### src/rtl/tk_regbank_pkg.sv
// Package: shared types and offset decode for the timekeeping register bank.
// Assumes the register window occupies offsets 0x0..0xD of the host map.
package tk_regbank_pkg;

    localparam int unsigned NUM_SLOTS = 8;
    localparam int unsigned TIME_W    = 8 * NUM_SLOTS;
    localparam int unsigned REG_SPAN  = 14;
    localparam int unsigned SNAP_BIT  = 7;
    localparam logic [7:0]  CMD_RST   = 8'h80;

    typedef enum logic [2:0] {
        RK_TIME,
        RK_ALARM,
        RK_CMD,
        RK_WDOG,
        RK_RAM,
        RK_NONE
    } reg_kind_e;

    typedef struct packed {
        reg_kind_e  kind;
        logic [2:0] idx;
    } reg_sel_t;

    // Maps an offset inside the register window to its kind and index.
    function automatic reg_sel_t decode_low(input logic [3:0] ofs);
        reg_sel_t s;
        case (ofs)
            4'h0:    s = '{RK_TIME,  3'd0};
            4'h1:    s = '{RK_TIME,  3'd1};
            4'h2:    s = '{RK_TIME,  3'd2};
            4'h3:    s = '{RK_ALARM, 3'd0};
            4'h4:    s = '{RK_TIME,  3'd3};
            4'h5:    s = '{RK_ALARM, 3'd1};
            4'h6:    s = '{RK_TIME,  3'd4};
            4'h7:    s = '{RK_ALARM, 3'd2};
            4'h8:    s = '{RK_TIME,  3'd5};
            4'h9:    s = '{RK_TIME,  3'd6};
            4'hA:    s = '{RK_TIME,  3'd7};
            4'hB:    s = '{RK_CMD,   3'd0};
            4'hC:    s = '{RK_WDOG,  3'd0};
            4'hD:    s = '{RK_WDOG,  3'd1};
            default: s = '{RK_NONE,  3'd0};
        endcase
        return s;
    endfunction

endpackage

### src/rtl/tk_addr_decode.sv
// Module: tk_addr_decode
// Turns a host byte address into a register selector and a storage index.
// Assumes ADDR_W >= 5 and that the register window plus storage fits in
// the address space. Purely combinational.
module tk_addr_decode
    import tk_regbank_pkg::*;
#(
    parameter int unsigned ADDR_W    = 8,
    parameter int unsigned RAM_BYTES = 64,
    localparam int unsigned RAM_AW   = $clog2(RAM_BYTES),
    localparam int unsigned RAM_END  = REG_SPAN + RAM_BYTES
) (
    input  logic [ADDR_W-1:0] addr,
    output reg_sel_t          sel,
    output logic [RAM_AW-1:0] ram_idx
);

    logic [ADDR_W-1:0] ram_ofs;

    // Classify the address as a register, a storage byte or unmapped.
    always_comb begin
        ram_ofs = addr - ADDR_W'(REG_SPAN);
        ram_idx = ram_ofs[RAM_AW-1:0];
        if (addr < ADDR_W'(REG_SPAN)) begin
            sel = decode_low(addr[3:0]);
        end else if ({1'b0, addr} < (ADDR_W + 1)'(RAM_END)) begin
            sel = '{RK_RAM, 3'd0};
        end else begin
            sel = '{RK_NONE, 3'd0};
        end
    end

endmodule

### src/rtl/tk_time_shadow.sv
// Module: tk_time_shadow
// Holds the host-visible copy of the eight time bytes, refreshes it from the
// counter on update strobes while snapshots are enabled, and raises a
// one-cycle load request when host-written bytes must reach the counter.
// Assumes at most one host write per cycle and a counter that takes the
// load on the edge that ends the request cycle.
module tk_time_shadow
    import tk_regbank_pkg::*;
(
    input  logic              clk,
    input  logic              rst_n,
    input  logic              wr_time,
    input  logic [2:0]        wr_slot,
    input  logic [7:0]        wdata,
    input  logic              snap_en,
    input  logic              snap_rise,
    input  logic              osc_run,
    input  logic              tick,
    input  logic [TIME_W-1:0] tk_time,
    output logic [TIME_W-1:0] ext_flat,
    output logic              ld_valid
);

    logic refresh;
    logic dirty_q;

    // Refresh only with snapshots enabled, a running oscillator and no load pending.
    assign refresh = tick && snap_en && osc_run && !ld_valid;

    for (genvar k = 0; k < NUM_SLOTS; k++) begin : g_slot
        logic [7:0] byte_q;

        // One time byte: a host write wins over a refresh in the same cycle.
        always_ff @(posedge clk) begin
            if (!rst_n) begin
                byte_q <= '0;
            end else if (wr_time && (wr_slot == 3'(k))) begin
                byte_q <= wdata;
            end else if (refresh) begin
                byte_q <= tk_time[k*8 +: 8];
            end
        end

        assign ext_flat[k*8 +: 8] = byte_q;
    end

    // Load request and the record of bytes held while the copy is frozen.
    always_ff @(posedge clk) begin
        if (!rst_n) begin
            ld_valid <= 1'b0;
            dirty_q  <= 1'b0;
        end else begin
            ld_valid <= 1'b0;
            if (wr_time) begin
                if (snap_en) begin
                    ld_valid <= 1'b1;
                end else begin
                    dirty_q <= 1'b1;
                end
            end
            if (snap_rise && dirty_q) begin
                ld_valid <= 1'b1;
                dirty_q  <= 1'b0;
            end
        end
    end

endmodule

### src/rtl/tk_ram.sv
// Module: tk_ram
// Small general-purpose byte store behind the register window.
// Combinational read, synchronous write, cleared on reset.
module tk_ram #(
    parameter int unsigned DEPTH = 64,
    localparam int unsigned AW   = $clog2(DEPTH)
) (
    input  logic          clk,
    input  logic          rst_n,
    input  logic          we,
    input  logic [AW-1:0] idx,
    input  logic [7:0]    wdata,
    output logic [7:0]    rdata
);

    logic [7:0] mem_q [DEPTH];

    // Clear on reset, otherwise store the addressed byte on a write.
    always_ff @(posedge clk) begin
        if (!rst_n) begin
            for (int i = 0; i < DEPTH; i++) begin
                mem_q[i] <= '0;
            end
        end else if (we) begin
            mem_q[idx] <= wdata;
        end
    end

    // Return the addressed byte.
    assign rdata = mem_q[idx];

endmodule

### src/rtl/tk_regbank.sv
// Module: tk_regbank (top)
// Host-facing register bank in front of a timekeeping counter: time copy,
// alarm, command, watchdog and storage bytes, with snapshot freezing and
// load hand-back. Assumes one host port; a read and a write never share a cycle.
module tk_regbank
    import tk_regbank_pkg::*;
#(
    parameter int unsigned ADDR_W    = 8,
    parameter int unsigned RAM_BYTES = 64,
    localparam int unsigned RAM_AW   = $clog2(RAM_BYTES)
) (
    input  logic              clk,
    input  logic              rst_n,
    input  logic [ADDR_W-1:0] addr_i,
    input  logic [7:0]        wdata_i,
    input  logic              wr_en_i,
    input  logic              rd_en_i,
    output logic [7:0]        rd_data_o,
    input  logic              wp_i,
    input  logic              tick_i,
    input  logic              osc_run_i,
    input  logic [TIME_W-1:0] tk_time_i,
    output logic              ld_valid_o,
    output logic [TIME_W-1:0] ld_time_o
);

    reg_sel_t          sel;
    logic [RAM_AW-1:0] ram_idx;
    logic [7:0]        ram_rdata;
    logic [TIME_W-1:0] ext_flat;
    logic              wr_acc;
    logic              wr_time;
    logic              wr_ram;
    logic              snap_rise;
    logic [7:0]        cmd_q;
    logic [7:0]        alm_q [3];
    logic [7:0]        wd_q  [2];
    logic [7:0]        rd_mux;
    logic [7:0]        rd_q;

    tk_addr_decode #(
        .ADDR_W    (ADDR_W),
        .RAM_BYTES (RAM_BYTES)
    ) u_dec (
        .addr    (addr_i),
        .sel     (sel),
        .ram_idx (ram_idx)
    );

    // Qualify host writes with write protect and route them by kind.
    always_comb begin
        wr_acc    = wr_en_i && !wp_i;
        wr_time   = wr_acc && (sel.kind == RK_TIME);
        wr_ram    = wr_acc && (sel.kind == RK_RAM);
        snap_rise = wr_acc && (sel.kind == RK_CMD) && wdata_i[SNAP_BIT] && !cmd_q[SNAP_BIT];
    end

    tk_time_shadow u_shadow (
        .clk       (clk),
        .rst_n     (rst_n),
        .wr_time   (wr_time),
        .wr_slot   (sel.idx),
        .wdata     (wdata_i),
        .snap_en   (cmd_q[SNAP_BIT]),
        .snap_rise (snap_rise),
        .osc_run   (osc_run_i),
        .tick      (tick_i),
        .tk_time   (tk_time_i),
        .ext_flat  (ext_flat),
        .ld_valid  (ld_valid_o)
    );

    tk_ram #(
        .DEPTH (RAM_BYTES)
    ) u_ram (
        .clk   (clk),
        .rst_n (rst_n),
        .we    (wr_ram),
        .idx   (ram_idx),
        .wdata (wdata_i),
        .rdata (ram_rdata)
    );

    // Command, alarm and watchdog bytes: plain host storage.
    always_ff @(posedge clk) begin
        if (!rst_n) begin
            cmd_q <= CMD_RST;
            for (int i = 0; i < 3; i++) alm_q[i] <= '0;
            for (int i = 0; i < 2; i++) wd_q[i]  <= '0;
        end else if (wr_acc) begin
            case (sel.kind)
                RK_CMD:   cmd_q <= wdata_i;
                RK_ALARM: alm_q[sel.idx[1:0]] <= wdata_i;
                RK_WDOG:  wd_q[sel.idx[0]]    <= wdata_i;
                default:  ;
            endcase
        end
    end

    // Select the byte addressed by the host.
    always_comb begin
        case (sel.kind)
            RK_TIME:  rd_mux = ext_flat[{sel.idx, 3'b000} +: 8];
            RK_ALARM: rd_mux = alm_q[sel.idx[1:0]];
            RK_CMD:   rd_mux = cmd_q;
            RK_WDOG:  rd_mux = wd_q[sel.idx[0]];
            RK_RAM:   rd_mux = ram_rdata;
            default:  rd_mux = '0;
        endcase
    end

    // Register read data on a read strobe and hold it otherwise.
    always_ff @(posedge clk) begin
        if (!rst_n) begin
            rd_q <= '0;
        end else if (rd_en_i) begin
            rd_q <= rd_mux;
        end
    end

    assign rd_data_o = rd_q;
    assign ld_time_o = ext_flat;

endmodule

### config.mk
export PLATFORM = sky130hd
export DESIGN_NAME = tk_regbank
export DESIGN_NICKNAME = d
export VERILOG_FILES = /design/src/rtl/tk_regbank_pkg.sv /design/src/rtl/tk_addr_decode.sv /design/src/rtl/tk_time_shadow.sv /design/src/rtl/tk_ram.sv /design/src/rtl/tk_regbank.sv
export SDC_FILE = /design/constraint.sdc
export NUM_CORES = 1
export LEC_CHECK = 0
export BUFFER_PORTS_ARGS = -buffer_cell sky130_fd_sc_hd__buf_4
export CORE_ASPECT_RATIO = 0.7
export CORE_MARGIN = 2
export CORE_UTILIZATION = 36
export CTS_CLUSTER_SIZE = 28
export DETAILED_ROUTE_END_ITERATION = 7
export SYNTH_ARGS = -nofsm -noshare
export SYNTH_HDL_FRONTEND = slang
export SYNTH_HIERARCHICAL = 1
export SYNTH_SLANG_ARGS = --single-unit
### constraint.sdc
create_clock -name clk -period 2.8 [get_ports clk]
set_clock_uncertainty 0.05 [all_clocks]
set_input_delay 0.14 -clock clk [delete_from_list [all_inputs] [get_ports clk]]
set_output_delay 0.14 -clock clk [all_outputs]
set_load 0.1 [all_outputs]
==> out/results.ini, run 1 <==
[outcome]
outcome = finished, final reports clean

[sta]
hold_viol = 0
finalSetupViolations = 0
worst-slew-pin-transition_ns = 0.880
rsz0062_at_grt = false
period_minus_slack_ns = 2.75
hold_ws_ns = 0.0432
fin_crit_sh_pct = 98.1
max_freq_mhz = 364
relSlewSlack_pct = 41.3
drv_slew = 0

[min_path]
worstHoldPathType = input port to flop
hp-start = wdata_i[2]
hold_depth = 3
whs_endpoint = u_shadow/g_slot[7].byte_q[2]

[placement]
dp_cells = 4013
dp_hpwl_um = 72600
io_buffers = 159
gp_congestion = 0.936

[cts]
h-tree-depth = 2
cts.sinks = 642
clkTransAtPathRegs_ns = 0.07
post_cts.repair.setup_buffers = 0
cts_buffer_depth = 3
cts_root_buffer = clkbuf_16
cts_tree = built
numCtsBuffers = 61
clk_latency_ns = 0.66

[logic_synthesis]
synth_xor_area_share_pct = 0.0572
ys_ff_latch = 642
synth_nets = 2626
synth_cell_type_count = 73
ys.flop_type = edfxtp_1
yosys_warnings = 6
synth_compound_area_share_pct = 11.4
syn_area_per_cell_um2 = 12.1
ys_async_sr_fraction_pct = 0
synth-seq-area-share_pct = 60.3
muxShareOfSynthArea_pct = 6.76
synth_edf_count = 560
synth-simple-area-share_pct = 17.7
syn-cell-area_mm2 = 0.0306
synth_cells = 2534
synth_top_family_by_area = simple AND/OR/NAND/NOR gates
synth_fa_ha_area_share_pct = 0.204

[pwr]
peakVddDrop_mv = 0.603
power_density_mw_per_mm2 = 589
leakage_nw = 14.0
total_power_mw = 22.6

[global_routing]
grt_pass1_wl_um = 150000
grt_max_degree = 80
antenna_found_initial = 6
grt_pass1_vias = 22800
grt_overflow = 0
track_usage_pct = 23.1

[floorplan]
die_h_um = 248
core_mm2 = 0.0843
rows = 89
pin_count = 160
start_util_pct = 36.3
die-area_mm2 = 0.0874
die_w_um = 353

[critical_path]
start_kind = flop
arrival_ns = 3.24
crit-reg2reg-launch = u_ram/mem_q[46][1]
reg2regPathDepth = 7
endpoint_kind = flop
worst-path-max-fanout = 1
critPathKind = flop to flop
rrSetupSlack_ns = 0.05
cp.required_ns = 3.30
timing.rr.end = rd_data_o[1]

[route]
routed_via_density = 5.60
drtIter0Drc = 3157
antenna_left = 0
drc = 0
wirelength_um = 104000
dr.pass1.iters = 6
vias = 23500
wl_per_cell_um = 24.9

[finish]
stdcell_count = 4196
area_growth_syn_to_layout_pct = 25.0
nets = 3098
drive_gt1_share_pct = 23.9
final_cell_mix = edfxtp_1, and2_1, buf_4
final_common_cell = edfxtp_1

[job]
drv_cap = 0

-- worst max path at each step --
stage / startpoint / endpoint / slack (ns) / depth (start not counted)
floorplan: addr_i[1] / u_ram/mem_q[48][0] / -0.006 / 10
global placement: addr_i[1] / rd_data_o[2] / -0.44 / 13
detailed placement: addr_i[1] / rd_data_o[5] / -0.49 / 12
CTS: u_ram/mem_q[46][1] / rd_data_o[1] / 0.10 / 7
global route: addr_i[0] / u_shadow/g_slot[0].byte_q[5] / 0.009 / 13
finish: u_ram/mem_q[46][1] / rd_data_o[1] / 0.05 / 7
-- area by class of cell --
class                           count  area, µm²
Clock inverter                     42        393
Sequential cell                   642      18500
Timing Repair Buffer              627       5240
Multi-Input combinational cell   1667      11100
Antenna cell                        2       5.00
Fill cell                        7602      46000
Inverter                            7       28.8
Tap cell                         1137       1420
Clock buffer                       72       1610
-- worst max-delay path: stages (launching register included) --
cell      delay, ns
edfxtp_1       0.40
mux4_2         0.53
a22oi_1        0.29
nand3_1        0.31
or4_1          0.61
a22oi_1        0.20
o22a_1         0.17
a31oi_1        0.08
-- stage by stage --
step / cell area [µm²] / worst slack (ns) / TNS, ns / utilization [%]
after floorplan: 30600 / -0.00643 / -0.411 / -
after global placement: 35600 / -0.441 / -53.16 / 42.2
after detailed placement: 35600 / -0.495 / -30.84 / 42.2
after CTS: 38300 / 0.102 / 0 / 45.4
after global routing: 38300 / 0.00939 / 0 / 45.4
final: 38300 / 0.0545 / 0 / 45.4
-- metal layers --
metal	wire length (µm)	global-route usage (%)	part of all wire (%)	up-vias
li1	-	-	-	10300
met1	45800	34.2	44	11700
met2	43000	32.8	41	1305
met3	13200	7.11	13	182
met4	2240	5.58	2.1	4
met5	28	0	0.027	-
-- sequential cells by signal (all words and copies together) (netlist names) --
| register | cells |
|---|---|
| u_ram/mem_q | 512 |
| u_shadow/g_slot.byte_q | 64 |
| rd_data_o | 8 |
| u_shadow/ld_valid | 1 |
| wd_q | 16 |
| cmd_q | 8 |
| alm_q | 32 |
| u_shadow/dirty_q | 1 |
-- timing repair --
item                                   in CTS  in global routing
hold buffers                               67                  0
setup endpoints to repair                   0                  2
resized for setup                           0                  4
endpoints found under the hold margin      73                  0
-- synth_stat cells, types with 5 or more instances --
| cell type | n | share of area (%) |
|---|---|---|
| a211oi_1 | 7 | 0.17 |
| buf_6 | 13 | 0.48 |
| nand2_1 | 163 | 2.0 |
| inv_1 | 5 | 0.061 |
| o221ai_1 | 10 | 0.29 |
| and2_1 | 551 | 11 |
| o21ai_1 | 6 | 0.098 |
| buf_1 | 14 | 0.17 |
| nor3_1 | 8 | 0.13 |
| or3_1 | 6 | 0.12 |
| o21ai_0 | 157 | 2.6 |
| a21oi_1 | 24 | 0.39 |
| a22oi_1 | 102 | 2.5 |
| nand2b_1 | 8 | 0.16 |
| mux4_2 | 24 | 1.8 |
| o21a_1 | 5 | 0.12 |
| dfxtp_1 | 82 | 5.4 |
| mux2_2 | 23 | 0.85 |
| edfxtp_1 | 560 | 55 |
| a22o_1 | 15 | 0.43 |
| buf_4 | 12 | 0.29 |
| nand3_1 | 30 | 0.49 |
| and3_1 | 18 | 0.37 |
| a311oi_1 | 10 | 0.29 |
| mux2i_1 | 121 | 4.0 |
| o22a_1 | 10 | 0.29 |
| ha_1 | 5 | 0.20 |
| clkbuf_1 | 122 | 1.5 |
| nor2_1 | 96 | 1.2 |
| a31oi_1 | 86 | 1.8 |
| o22ai_1 | 54 | 1.1 |
| a221oi_1 | 28 | 0.80 |
| buf_2 | 55 | 0.90 |
| nor2b_1 | 28 | 0.57 |
-- kinds of logic after synthesis --
logic type | count (synthesis)
compound gates | 534
xor+xnor | 2
fa+ha+maj | 5
buf+inv | 225
flops | 642
mux | 172
simple gates | 954
-- report_power, final --
group / total, mW / internal [mW] / switching [mW]
Clock: 8.50 / 4.74 / 3.76
Sequential: 11.1 / 10.8 / 0.230
Combinational: 2.99 / 1.10 / 1.90
Total: 22.6 / 16.7 / 5.89
No activity file was read; power rests on OpenSTA's default activity.
==> inputs of run 2 (changes only) <==
Settings changed: CORE_ASPECT_RATIO 0.7 to 1.5.
Clock period 2.8 ns to 2.59 ns, I/O delays scaled along.
==> run 2 against run 1 <==
Compared with the run above: power rose by 5.9%; clock power grew 2%; worst hold slack better by 0.00092 ns; combinational power grew 10%; critical path depth up 2.
==> out/results.ini, run 2 (synthesis gave the netlist of run 1 again) <==
[floorplan]
die_h_um = 361  ; +46%
start_util_pct = 36.1  ; -0.19 points
die-area_mm2 = 0.0875  ; about the same
pin_count = 160  ; unchanged
rows = 131  ; +47%
die_w_um = 242  ; -31%
core_mm2 = 0.0847  ; +0.53%

[pwr]
peakVddDrop_mv = 0.464  ; -23%
total_power_mw = 23.9  ; +5.9%
pwr-share-clk_pct = 36.3  ; -1.4 points
p_seq_share_pct = 50.0  ; +1.0 points
switching_power_mw = 6.15  ; +4.4%
power.internal_mw = 17.7  ; +6.5%
p_comb_share_pct = 13.8  ; +0.5 points
swShare_pct = 25.7  ; -0.38 points
leakage_nw = 14.1  ; +0.38%
power_density_mw_per_mm2 = 621  ; +5.4%

[cts]
clk_latency_ns = 0.64  ; -0.02 ns
cts_root_buffer = clkbuf_16
h-tree-depth = 2  ; unchanged
cts_buffer_depth = 3  ; unchanged
cts_tree = built
cts.sinks = 642  ; unchanged
numCtsBuffers = 58  ; -4.9%
clkTransAtPathRegs_ns = 0.07  ; about the same

[critical_path]
arrival_ns = 3.06  ; -0.18 ns
cp.required_ns = 3.06  ; -0.24 ns
reg2regPathDepth = 9  ; +2
worst-path-max-fanout = 1  ; unchanged
critPathKind = flop to flop
endpoint_kind = flop
start_kind = flop

[finish]
top_regs = u_ram/mem_q: 512 flops, u_shadow/g_slot.byte_q: 64 flops, alm_q: 32 flops
final_cell_mix = edfxtp_1, and2_1, buf_4
stdcell_count = 4206  ; +0.24%
regMostFlops = u_ram/mem_q
nets = 3123  ; +0.81%
drive_gt1_share_pct = 24.6  ; +0.64 points
area_growth_syn_to_layout_pct = 25.7
largest_reg_flops = 512  ; unchanged
final_util_pct = 45.4  ; about the same
final_common_cell = edfxtp_1

[route]
dr.pass1.iters = 5  ; -1
antenna_left = 0  ; unchanged
routed_via_density = 5.50  ; -1.8%
wl_per_cell_um = 24.8  ; about the same
drtIter0Drc = 1972  ; -38%
drc = 0  ; unchanged
vias = 23100  ; -1.5%
wirelength_um = 104000  ; +0.14%

[sta]
finalSetupViolations = 0  ; unchanged
fin_crit_sh_pct = 99.8  ; +1.7 points
hold_viol = 0  ; unchanged
worst-slew-pin-transition_ns = 0.923  ; +0.0423 ns
max_freq_mhz = 387  ; +6.2%
relSlewSlack_pct = 38.5  ; -2.8 points
drv_slew = 0  ; unchanged
period_minus_slack_ns = 2.58  ; -0.161 ns
hold_ws_ns = 0.0441  ; +0.000917 ns

[placement]
io_buffers = 159  ; unchanged
dp_cells = 4027  ; +0.35%
gp_congestion = 0.942  ; +0.61%
dp_hpwl_um = 73200  ; +0.77%

[global_routing]
grt_pass1_vias = 23500  ; +3.1%
antenna_found_initial = 0  ; -6
track_usage_pct = 23.1  ; about the same
grt_overflow = 0  ; unchanged
grt_pass1_wl_um = 151000  ; +0.73%
grt_max_degree = 89  ; +11%

[min_path]
hold_depth = 3  ; unchanged
worstHoldPathType = input port to flop

[outcome]
outcome = finished, final reports clean

[job]
drv_cap = 0  ; unchanged

run 2: path summary, 6_finish.rpt:
check                                from                           end  slack [ns]
max reg2reg            u_ram/mem_q[30][4]                  rd_data_o[4]       0.006
min reg2reg  u_shadow/g_slot[2].byte_q[5]  u_shadow/g_slot[2].byte_q[5]        0.45
min                            wdata_i[1]  u_shadow/g_slot[3].byte_q[1]        0.04
max                    u_ram/mem_q[30][4]                  rd_data_o[4]       0.006
run 2: layer usage:
metal / routed length, µm / share of wire [%] / vias up / track usage, %
met5: 0 / 0 / - / 0
met4: 7300 / 7.0 / 0 / 14.5
met3: 6140 / 5.9 / 307 / 3.43
met2: 54200 / 52 / 1036 / 42.8
met1: 36800 / 35 / 11500 / 24.7
li1: - / - / 10300 / -
run 2: area by class of cell:
class,instances,area (µm²)
Fill cell,7606,46200
Sequential cell,642,18500
Multi-Input combinational cell,1667,11200
Timing Repair Buffer,655,5530
Clock buffer,76,1550
Tap cell,1130,1410
Clock inverter,28,292
Inverter,7,28.8
Antenna cell,1,2.50
run 2: power groups by stage:
stage               logic, mW  clock network [mW]  registers, mW
floorplan                1.34                   0           12.4
global placement         3.04                   0           12.1
detailed placement       3.08                   0           12.2
CTS                      3.19                8.76           11.9
global route             3.41                9.09           12.0
finish                   3.29                8.66           11.9
run 2: timing repair:
action                     in CTS  in global routing
setup buffers                   0                  2
resized for setup               6                 16
hold buffers                   71                  0
gates cloned                    0                  1
pin swaps                       0                  1
setup endpoints to repair       4                  7
hold endpoints to repair       79                  0
run 2: critical path, stage by stage (launching register included):
cell and delay, ns:
edfxtp_1 0.39, mux4_2 0.49, mux2i_2 0.24, nor2_1 0.16
a2111oi_2 0.38, buf_4 0.18, nand3_1 0.12, a22oi_1 0.22
o22a_1 0.17, a31oi_1 0.08
run 2: through the flow:
stage               instance area (µm²)  setup WS (ns)  TNS, ns
finish                            38500        0.00550        0
global route                      38500        -0.0891  -0.0891
global placement                  35800         -0.717  -166.45
floorplan                         30600         -0.206   -13.23
CTS                               38400        0.00644        0
detailed placement                35800         -0.727  -160.76
